File: src/rtl/usbcr_pkg.sv
package usbcr_pkg;

    localparam int DW      = 32;
    localparam int NUM_SRC = 2;

    localparam int BYP_W  = 4;
    localparam int PORT_W = 5;
    localparam int FADJ_W = 6;

    localparam logic [FADJ_W-1:0]  FADJ_RST = 6'h20;
    localparam logic               BME_RST  = 1'b1;
    localparam logic [NUM_SRC-1:0] MASK_RST = '1;

    typedef enum logic [3:0] {
        SEL_NONE,
        SEL_FILT,
        SEL_PORT,
        SEL_FADJ,
        SEL_ENDIAN,
        SEL_COHER,
        SEL_BME,
        SEL_RCTL,
        SEL_STAT,
        SEL_MASK,
        SEL_UNMASK,
        SEL_SETMASK,
        SEL_EXT
    } reg_sel_e;

    typedef struct packed {
        logic [BYP_W-1:0]  filt_bypass;
        logic [PORT_W-1:0] port;
        logic [FADJ_W-1:0] frame_adj;
        logic              big_endian;
        logic              coherent;
        logic              bus_master;
        logic              slverr_en;
        logic [DW-1:0]     ext;
    } cfg_t;

    function automatic reg_sel_e decode_off(input logic [31:0] off);
        case (off)
            32'h30:  return SEL_FILT;
            32'h34:  return SEL_PORT;
            32'h38:  return SEL_FADJ;
            32'h40:  return SEL_ENDIAN;
            32'h44:  return SEL_COHER;
            32'h48:  return SEL_BME;
            32'h60:  return SEL_RCTL;
            32'h64:  return SEL_STAT;
            32'h68:  return SEL_MASK;
            32'h6C:  return SEL_UNMASK;
            32'h70:  return SEL_SETMASK;
            32'h78:  return SEL_EXT;
            default: return SEL_NONE;
        endcase
    endfunction

    function automatic cfg_t cfg_reset();
        cfg_t c;
        c            = '0;
        c.frame_adj  = FADJ_RST;
        c.bus_master = BME_RST;
        return c;
    endfunction

endpackage

File: src/rtl/usbcr_decode.sv
module usbcr_decode
    import usbcr_pkg::*;
#(
    parameter int ADDR_W = 8
) (
    input  logic [ADDR_W-1:0] addr,
    output reg_sel_e          sel,
    output logic              hit
);
    localparam int PAD_W = 32 - ADDR_W;

    logic [31:0] off;
    logic        aligned;

    generate
        if (PAD_W > 0) begin : g_pad
            assign off = {{PAD_W{1'b0}}, addr};
        end else begin : g_trunc
            assign off = addr[31:0];
        end
    endgenerate

    assign aligned = (addr[1:0] == 2'b00);

    always_comb begin
        sel = aligned ? decode_off(off) : SEL_NONE;
        hit = (sel != SEL_NONE);
    end
endmodule

File: src/rtl/usbcr_cfg.sv
module usbcr_cfg
    import usbcr_pkg::*;
(
    input  logic          clk,
    input  logic          rst,
    input  logic          wr_en,
    input  reg_sel_e      sel,
    input  logic [DW-1:0] wdata,
    output cfg_t          cfg
);
    cfg_t cfg_q;

    always_ff @(posedge clk) begin
        if (rst) begin
            cfg_q <= cfg_reset();
        end else if (wr_en) begin
            case (sel)
                SEL_FILT:   cfg_q.filt_bypass <= wdata[BYP_W-1:0];
                SEL_PORT:   cfg_q.port        <= wdata[PORT_W-1:0];
                SEL_FADJ:   cfg_q.frame_adj   <= wdata[FADJ_W-1:0];
                SEL_ENDIAN: cfg_q.big_endian  <= wdata[0];
                SEL_COHER:  cfg_q.coherent    <= wdata[0];
                SEL_BME:    cfg_q.bus_master  <= wdata[0];
                SEL_RCTL:   cfg_q.slverr_en   <= wdata[0];
                SEL_EXT:    cfg_q.ext         <= wdata;
                default:    ;
            endcase
        end
    end

    assign cfg = cfg_q;

    // configuration is held whenever no write is presented
    a_r2_cfg_hold: assert property (@(posedge clk) disable iff (rst)
        !wr_en |=> $stable(cfg_q))
        else $error("a_r2_cfg_hold");
endmodule

File: src/rtl/usbcr_irq.sv
module usbcr_irq
    import usbcr_pkg::*;
#(
    parameter int NSRC = NUM_SRC
) (
    input  logic            clk,
    input  logic            rst,
    input  logic [NSRC-1:0] hw_set,
    input  logic            clr_wr,
    input  logic            en_wr,
    input  logic            dis_wr,
    input  logic [NSRC-1:0] wdata,
    output logic [NSRC-1:0] status,
    output logic [NSRC-1:0] mask,
    output logic            irq
);
    logic [NSRC-1:0] status_q;
    logic [NSRC-1:0] mask_q;
    logic            irq_q;

    generate
        for (genvar i = 0; i < NSRC; i++) begin : g_src
            always_ff @(posedge clk) begin
                if (rst) begin
                    status_q[i] <= 1'b0;
                end else if (hw_set[i]) begin
                    status_q[i] <= 1'b1;
                end else if (clr_wr && wdata[i]) begin
                    status_q[i] <= 1'b0;
                end
            end

            always_ff @(posedge clk) begin
                if (rst) begin
                    mask_q[i] <= MASK_RST[i];
                end else if (en_wr && wdata[i]) begin
                    mask_q[i] <= 1'b0;
                end else if (dis_wr && wdata[i]) begin
                    mask_q[i] <= 1'b1;
                end
            end

            // a set pulse always leaves the bit set, even against a clear
            a_r4_set_wins: assert property (@(posedge clk) disable iff (rst)
                hw_set[i] |=> status_q[i])
                else $error("a_r4_set_wins");

            // clear without a competing set empties the bit
            a_r3_w1c_clears: assert property (@(posedge clk) disable iff (rst)
                (clr_wr && wdata[i] && !hw_set[i]) |=> !status_q[i])
                else $error("a_r3_w1c_clears");

            // unmask clears, mask-set sets
            a_r6_unmask_clears: assert property (@(posedge clk) disable iff (rst)
                (en_wr && wdata[i]) |=> !mask_q[i])
                else $error("a_r6_unmask_clears");

            a_r6_setmask_sets: assert property (@(posedge clk) disable iff (rst)
                (dis_wr && wdata[i]) |=> mask_q[i])
                else $error("a_r6_setmask_sets");
        end
    endgenerate

    always_ff @(posedge clk) begin
        if (rst) begin
            irq_q <= 1'b0;
        end else begin
            irq_q <= |(status_q & ~mask_q);
        end
    end

    assign status = status_q;
    assign mask   = mask_q;
    assign irq    = irq_q;

    // the mask moves only through the unmask and mask-set commands
    a_r5_mask_holds: assert property (@(posedge clk) disable iff (rst)
        (!en_wr && !dis_wr) |=> $stable(mask_q))
        else $error("a_r5_mask_holds");

    // a fully masked unit keeps the interrupt low on the next cycle
    a_r7_masked_quiet: assert property (@(posedge clk) disable iff (rst)
        (&mask_q) |=> !irq_q)
        else $error("a_r7_masked_quiet");
endmodule

File: src/rtl/usb_host_ctl_regs.sv
module usb_host_ctl_regs
    import usbcr_pkg::*;
#(
    parameter int ADDR_W = 8
) (
    input  logic              clk,
    input  logic              rst,
    input  logic              bus_req,
    input  logic              bus_we,
    input  logic [ADDR_W-1:0] bus_addr,
    input  logic [31:0]       bus_wdata,
    output logic [31:0]       bus_rdata,
    output logic              bus_ack,
    output logic              bus_err,
    input  logic              ev_decode_err,
    input  logic              ev_host_err,
    output logic [3:0]        filt_bypass,
    output logic              hub_perm_attach,
    output logic              pwr_ctrl_present,
    output logic              msi_enable,
    output logic              cmdreg_wr_en,
    output logic              bar_wr_en,
    output logic [5:0]        frame_adj,
    output logic              big_endian,
    output logic              coherent,
    output logic              bus_master_en,
    output logic [31:0]       usb3_cfg,
    output logic              irq
);
    reg_sel_e         sel;
    logic             hit;
    cfg_t             cfg;
    logic             wr_go;
    logic             miss_err;
    logic [NUM_SRC-1:0] hw_set;
    logic [NUM_SRC-1:0] status;
    logic [NUM_SRC-1:0] mask;
    logic [DW-1:0]    rd_val;

    logic [DW-1:0]    rdata_q;
    logic             ack_q;
    logic             err_q;

    usbcr_decode #(.ADDR_W(ADDR_W)) u_dec (
        .addr (bus_addr),
        .sel  (sel),
        .hit  (hit)
    );

    assign wr_go    = bus_req && bus_we && hit;
    assign miss_err = bus_req && !hit && cfg.slverr_en;
    assign hw_set   = {ev_host_err, ev_decode_err | miss_err};

    usbcr_cfg u_cfg (
        .clk   (clk),
        .rst   (rst),
        .wr_en (wr_go),
        .sel   (sel),
        .wdata (bus_wdata),
        .cfg   (cfg)
    );

    usbcr_irq #(.NSRC(NUM_SRC)) u_irq (
        .clk    (clk),
        .rst    (rst),
        .hw_set (hw_set),
        .clr_wr (wr_go && sel == SEL_STAT),
        .en_wr  (wr_go && sel == SEL_UNMASK),
        .dis_wr (wr_go && sel == SEL_SETMASK),
        .wdata  (bus_wdata[NUM_SRC-1:0]),
        .status (status),
        .mask   (mask),
        .irq    (irq)
    );

    always_comb begin
        rd_val = '0;
        case (sel)
            SEL_FILT:   rd_val[BYP_W-1:0]   = cfg.filt_bypass;
            SEL_PORT:   rd_val[PORT_W-1:0]  = cfg.port;
            SEL_FADJ:   rd_val[FADJ_W-1:0]  = cfg.frame_adj;
            SEL_ENDIAN: rd_val[0]           = cfg.big_endian;
            SEL_COHER:  rd_val[0]           = cfg.coherent;
            SEL_BME:    rd_val[0]           = cfg.bus_master;
            SEL_RCTL:   rd_val[0]           = cfg.slverr_en;
            SEL_STAT:   rd_val[NUM_SRC-1:0] = status;
            SEL_MASK:   rd_val[NUM_SRC-1:0] = mask;
            SEL_EXT:    rd_val              = cfg.ext;
            default:    rd_val              = '0;
        endcase
    end

    always_ff @(posedge clk) begin
        if (rst) begin
            ack_q   <= 1'b0;
            err_q   <= 1'b0;
            rdata_q <= '0;
        end else begin
            ack_q   <= bus_req;
            err_q   <= miss_err;
            rdata_q <= (bus_req && !bus_we) ? rd_val : '0;
        end
    end

    assign bus_ack   = ack_q;
    assign bus_err   = err_q;
    assign bus_rdata = rdata_q;

    assign filt_bypass      = cfg.filt_bypass;
    assign hub_perm_attach  = cfg.port[0];
    assign pwr_ctrl_present = cfg.port[1];
    assign msi_enable       = cfg.port[2];
    assign cmdreg_wr_en     = cfg.port[3];
    assign bar_wr_en        = cfg.port[4];
    assign frame_adj        = cfg.frame_adj;
    assign big_endian       = cfg.big_endian;
    assign coherent         = cfg.coherent;
    assign bus_master_en    = cfg.bus_master;
    assign usb3_cfg         = cfg.ext;

    // every request is answered on the next cycle
    a_r9_ack_after_req: assert property (@(posedge clk) disable iff (rst)
        bus_req |=> bus_ack)
        else $error("a_r9_ack_after_req");

    a_r9_no_stray_ack: assert property (@(posedge clk) disable iff (rst)
        !bus_req |=> !bus_ack)
        else $error("a_r9_no_stray_ack");

    // an error response only comes with an acknowledge
    a_r8_err_with_ack: assert property (@(posedge clk) disable iff (rst)
        bus_err |-> bus_ack)
        else $error("a_r8_err_with_ack");
endmodule

File: config.mk
export PLATFORM = sky130hd
export DESIGN_NAME = usb_host_ctl_regs
export DESIGN_NICKNAME = d
export VERILOG_FILES = /design/src/rtl/usbcr_pkg.sv /design/src/rtl/usbcr_decode.sv /design/src/rtl/usbcr_cfg.sv /design/src/rtl/usbcr_irq.sv /design/src/rtl/usb_host_ctl_regs.sv
export SDC_FILE = /design/constraint.sdc
export NUM_CORES = 1
export LEC_CHECK = 0
export BUFFER_PORTS_ARGS = -buffer_cell sky130_fd_sc_hd__buf_4
export CORE_ASPECT_RATIO = 1.75
export CORE_MARGIN = 2
export CORE_UTILIZATION = 51
export CTS_CLUSTER_SIZE = 20
export DETAILED_ROUTE_END_ITERATION = 12
export PLACE_DENSITY = 0.86
export SYNTH_ARGS = -nofsm -noshare
export SYNTH_HDL_FRONTEND = slang
export SYNTH_SLANG_ARGS = --single-unit
File: constraint.sdc
create_clock -name clk -period 2.2 [get_ports clk]
set_input_delay 0.44 -clock clk [delete_from_list [all_inputs] [get_ports clk]]
set_output_delay 0.44 -clock clk [all_outputs]
set_load 0.05 [all_outputs]
=== Yosys cells after proc, flatten, opt, wreduce, memory -nomap -nowiden ===
Index checks and enable logic that the tools add are counted.

* Logic and storage cells: 94
* Flip-flop bits (word level): 90
* Output and inout bits: 85
* Input bits: 46

* Mux-type cells: 15
* Bitwise logic cells: 5
* Reductions and logical operators: 33
* Equality and inequality tests: 24

{| class="wikitable"
|+ Operator list
! kind !! number
|-
| $eq A8 B7 Y1 const B || 9
|-
| $pmux W4 S12 || 1
|-
| $eq A8 B6 Y1 const B || 3
|-
| $eq A4 B4 Y1 const B || 5
|-
| $eq A4 B3 Y1 const B || 4
|-
| $reduce_and A2 Y1 || 8
|-
| $logic_and A1 B1 Y1 || 14
|-
| $pmux W1 S10 || 1
|-
| $eq A4 B2 Y1 const B || 2
|-
| $mux W1 || 8
|-
| $pmux W2 S4 || 1
|-
| $reduce_bool A2 Y1 || 4
|-
| $pmux W1 S6 || 1
|-
| $eq A4 B1 Y1 const B || 1
|-
| $mux W4 || 1
|-
| $reduce_bool A4 Y1 || 1
|-
| $reduce_or A2 Y1 || 2
|-
| $pmux W1 S3 || 1
|-
| $reduce_or A3 Y1 || 1
|-
| $and A2 B2 Y2 || 1
|-
| $logic_not A1 Y1 || 2
|-
| $logic_not A2 Y1 || 1
|-
| $not A1 Y1 || 2
|-
| $not A2 Y2 || 1
|-
| 2 further kinds || 2
|}

=== Depth between registers and ports, before layout ===
* Word-level depth: 9
* Mapped depth: 6
* Gate-level depth less buffers: 4

=== Cells and area by module ===
A second synthesis with hierarchy kept.

* Cells, all modules: 380
* Area, all modules: 3906.2 µm²

{| class="wikitable"
|+ Modules (own cells, without submodules)
! module !! area each (µm²) !! times used !! cells an instance !! sequential area each (µm²)
|-
| usbcr_cfg || 2217.1 || 1 || 211 || 1021.0
|-
| usb_host_ctl_regs || 1305.0 || 1 || 119 || 680.7
|-
| usbcr_decode || 205.2 || 1 || 33 || 0.0
|-
| usbcr_irq || 178.9 || 1 || 17 || 100.1
|}

=== Worst setup path after synthesis ===
No wires, ideal clock.

* Path type: input port to flip-flop
* Start point: in bus_addr[5]
* End point: reg rdata_q[12] (netlist: bus_rdata[12])
* Path buffers: 2
* Required time: 2.085 ns
* Data arrival time: 1.559 ns
* Cell stages on the path: 6
* Slack: 0.527 ns
* Setup time: 0.115 ns
* Cell sequence: buf_2 and4b_2 and2_1 and2b_2 buf_4 and2_1

* Longest elaborated chain between the ends: 6
* Elaborated cells on any way between the ends: 17
* Classes of those cells: eq/ne: 13; mux: 2; bitwise: 1; reduce/logical: 1

{| class="wikitable"
|+ Ends and longest elaborated chain
! element !! RTL line !! RTL
|-
| start, declared || usb_host_ctl_regs.sv:10 || <nowiki>input logic [ADDR_W-1:0] bus_addr,</nowiki>
|-
| $eq A8 B7 Y1 / $eq A8 B6 Y1 (equally long branches) || usbcr_pkg.sv:42 || <nowiki>case (off)</nowiki>
|-
| $pmux W4 S12 (*) || usbcr_pkg.sv:42 ||
|-
| $mux W4 (*) || usbcr_decode.sv:26 || <nowiki>sel = aligned ? decode_off(off) : SEL_NONE;</nowiki>
|-
| $eq A4 B4 Y1 (*) || usb_host_ctl_regs.sv:78 || <nowiki>case (sel)</nowiki>
|-
| $not A1 Y1 (no line) (*) || - ||
|-
| $reduce_or A3 Y1 (no line) (*) || - ||
|-
| end signal, assigned || usb_host_ctl_regs.sv:101 || <nowiki>rdata_q <= (bus_req && !bus_we) ? rd_val : '0;</nowiki>
|-
| end, declared || usb_host_ctl_regs.sv:40 || <nowiki>logic [DW-1:0] rdata_q;</nowiki>
|}

Mark *: on every way between the ends. The rest lies on a longest branch, timed or not.
A chain may end at the register's enable or synchronous reset.

=== Worst setup path in the final report ===
* Start point: in bus_addr[2]
* End point: reg rdata_q[18] (netlist: bus_rdata[18])

Same word-level chain as after synthesis.

==> flow_summary.ini <==
[run_status]
outcome = finished clean

[detailed_routing]
num_vias = 3287
route.antenna.remaining_nets = 0
drt_iter0_drc = 206
wl_mm = 10.17
routed_via_density = 5.506
route.detailed.wl_per_inst_um = 17.03
drc = 0
detail_route.first_pass.iterations = 5

[pwr]
total_leakage_power_uw = 0.002169
vdd.ir_drop.worst_uv = 437.1
power.density_cell_area_nw_per_um2 = 649.1

[global_routing]
groute.layer.met2.usage = 0.4190
grt_use_met3 = 0.04187
global_route.usage.total = 0.2323
via_count_of_the_first_global_routing_pass = 3222
gr-total-overflow = 0
wire_length_of_the_first_global_routing_pass_mm = 15.64
maximum_number_of_pins_on_one_net_before_global_route_repair = 89
use_met1 = 0.2364
antenna_violations_before_repair = 0
grt_busiest_layer = met2

[min_path]
timing.hold.worst_endpoint = u_cfg.cfg[40]$_SDFFE_PP0P_
min-delay-path-class = input pin to flop
worst_hold_startpoint = bus_wdata[4]
timing.hold.worst_path_depth = 3

[critical_path]
rrSetupSlack_ps = 840
timing.rr.start = u_irq.status[0]$_SDFFE_PP0P_
worstPathMaxFanout = 26
worstReg2RegEnd = bus_rdata[0]$_SDFF_PP0_
critPathArrivalTime_ps = 1920
endpoint_kind = flop
start_kind = input pin
critical_path_class = input pin to flop
required_time_worst_endpoint_ps = 2480
rr_worst_depth = 4

[sta]
tightest_slew_ps = 656.6
timing_limited_maximum_frequency_ghz = 0.6088
finalCritPeriodShare = 0.7467
final.min_clock_period_ps = 1643
fin_setup_tns_ps = 0
slew_viol_final = 0
timing.clock.skew_ps = 2.931
max-slew-margin-rel = 0.5623
setup_viol = 0
grt_setup_unrepaired = no
final_hold_viol_count = 0

[floorplanning]
die_height_um = 122.4
core-area_um2 = 7855
num_io_pins = 131
die_width_um = 71.67
initial_utilization = 0.5202
num_rows = 43
design.die.area_um2 = 8773

[cts]
tritoncts = done
cts-buffers-inserted = 9
postCtsSetupRepairBufs = 0
h-tree-depth = 3
cts_num_sinks = 90
cts_max_path_buffers = 2
holdBufCountCts = 0
clock-root-buffer = clkbuf_16
cts_resized = 0
clock_slew_at_the_register_clock_pins_of_the_worst_setup_and_hold_paths_ps = 60
clock_latency_ps = 330

[place]
globalplace.congestion = 0.9950
place_hpwl_mm = 7.496
portBuffers = 130

[job]
max_cap_violations = 0

[layout]
finalCoreUtilization = 0.6397
n_antenna_cell = 0
area_delta_synth_final_pct = 22.96
proportion_of_layout_cells_with_a_drive_suffix_above_1 = 0.3274
layout.nets = 548

[logic_synthesis]
yosys-top-cells-area = dfxtp_1, buf_4, nand3b_1
synth_top_cell_area_share = 0.4409
top_cells_by_count_synth = dfxtp_1, buf_4, nand2b_1
post_synth_inst_count = 426
post-synth-top-count-cell = dfxtp_1
mappedNetlistNets = 472
distinct_cells_synth = 55
synth_enable_flop_cells = 0
ys_async_sr_fraction = 0
yosys_register_bits = 90
part_of_the_yosys_area_used_for_sequential_elements = 0.4409
dominantRegCellSynth = dfxtp_1
synth_area_leader_cell = dfxtp_1
synth_area_um2 = 4086
synthesis.area_per_instance_um2 = 9.593
yosysWarnings = 0
## final cells by class
class / count / area [um^2]
inverters: 5 / 18.77
flip-flops and latches: 90 / 1802
repair buffers: 134 / 1006
fillers: 657 / 2830
clock buffers: 12 / 246.5
well taps: 90 / 112.6
clock inverters: 4 / 26.28
multi-input cells: 262 / 1813
## flip-flops by register name (all words and copies together), names as in the netlist
signal,cells
u_cfg.cfg,51
bus_rdata,32
u_irq.mask,2
u_irq.status,2
bus_ack,1
bus_err,1
u_irq.irq,1
## cell families (layout without fill, tap and decap cells)
logic type | Yosys count | in the layout | share of synthesized area
muxes | 19 | 19 | 0.04991
DFF | 90 | 90 | 0.4409
AOI/OAI and AO/OA | 68 | 68 | 0.1111
buffers and inverters | 74 | 155 | 0.1154
and+or+nand+nor | 175 | 175 | 0.2826
## power breakdown
part           switching (uW)  internal (uW)
logic                     112            108
clock network             608            797
registers                3.00           1630
total                     724           2540
## cell usage in the layout, fill, tap and decap left out, types with 2 or more instances in the layout
master / count
and2_1: 27
mux2i_1: 17
buf_4: 134
o2bb2ai_1: 2
nand2_1: 7
and4bb_2: 3
o21bai_1: 2
a211o_1: 3
dfxtp_1: 90
nand3_2: 2
nand2b_1: 39
o21ai_0: 36
nor3_1: 4
a21boi_0: 2
or3_1: 3
and3_1: 2
nand3b_1: 38
a2111oi_0: 2
a22oi_1: 2
clkbuf_16: 9
nor4b_4: 2
clkbuf_1: 2
inv_1: 5
nand3_1: 10
clkinv_2: 2
nor2_1: 19
a21oi_1: 6
a32oi_1: 3
nor2b_1: 5
## critical path, cell delays in order
cell	delay [ps]
buf_4	190
nor4b_4	440
and2_1	250
and2b_2	400
and2_1	190
## worst max path at each step
stage / start / to / cells after the start
final: bus_addr[2] / bus_rdata[18]$_SDFF_PP0_ / 5
after global routing: bus_addr[2] / bus_rdata[22]$_SDFF_PP0_ / 5
after CTS: bus_addr[2] / bus_rdata[18]$_SDFF_PP0_ / 5
after detailed placement: bus_addr[2] / bus_rdata[16]$_SDFF_PP0_ / 5
after global placement: bus_addr[2] / bus_rdata[28]$_SDFF_PP0_ / 5
after floorplan: bus_addr[5] / bus_rdata[12]$_SDFF_PP0_ / 6
## layer usage
layer  vias up  wire [um]
li1       1575          -
met1      1516       3534
met2       155       5543
met3        41        558
met4         0        533
met5         -          0
## through the flow
step,power (uW),hold slack (ps),instances,cell area (um^2),setup slack (ps)
2_1_floorplan,1791,443.0,426,4086,526.5
3_3_place_gp,1887,459.3,581,4752,281.1
3_5_place_dp,1890,465.0,581,4752,228.1
4_1_cts,3276,352.4,597,5025,573.1
5_1_grt,3358,359.3,597,5025,425.1
6_report,3261,354.7,597,5025,557.3
Power figures use the tool's default switching activity.
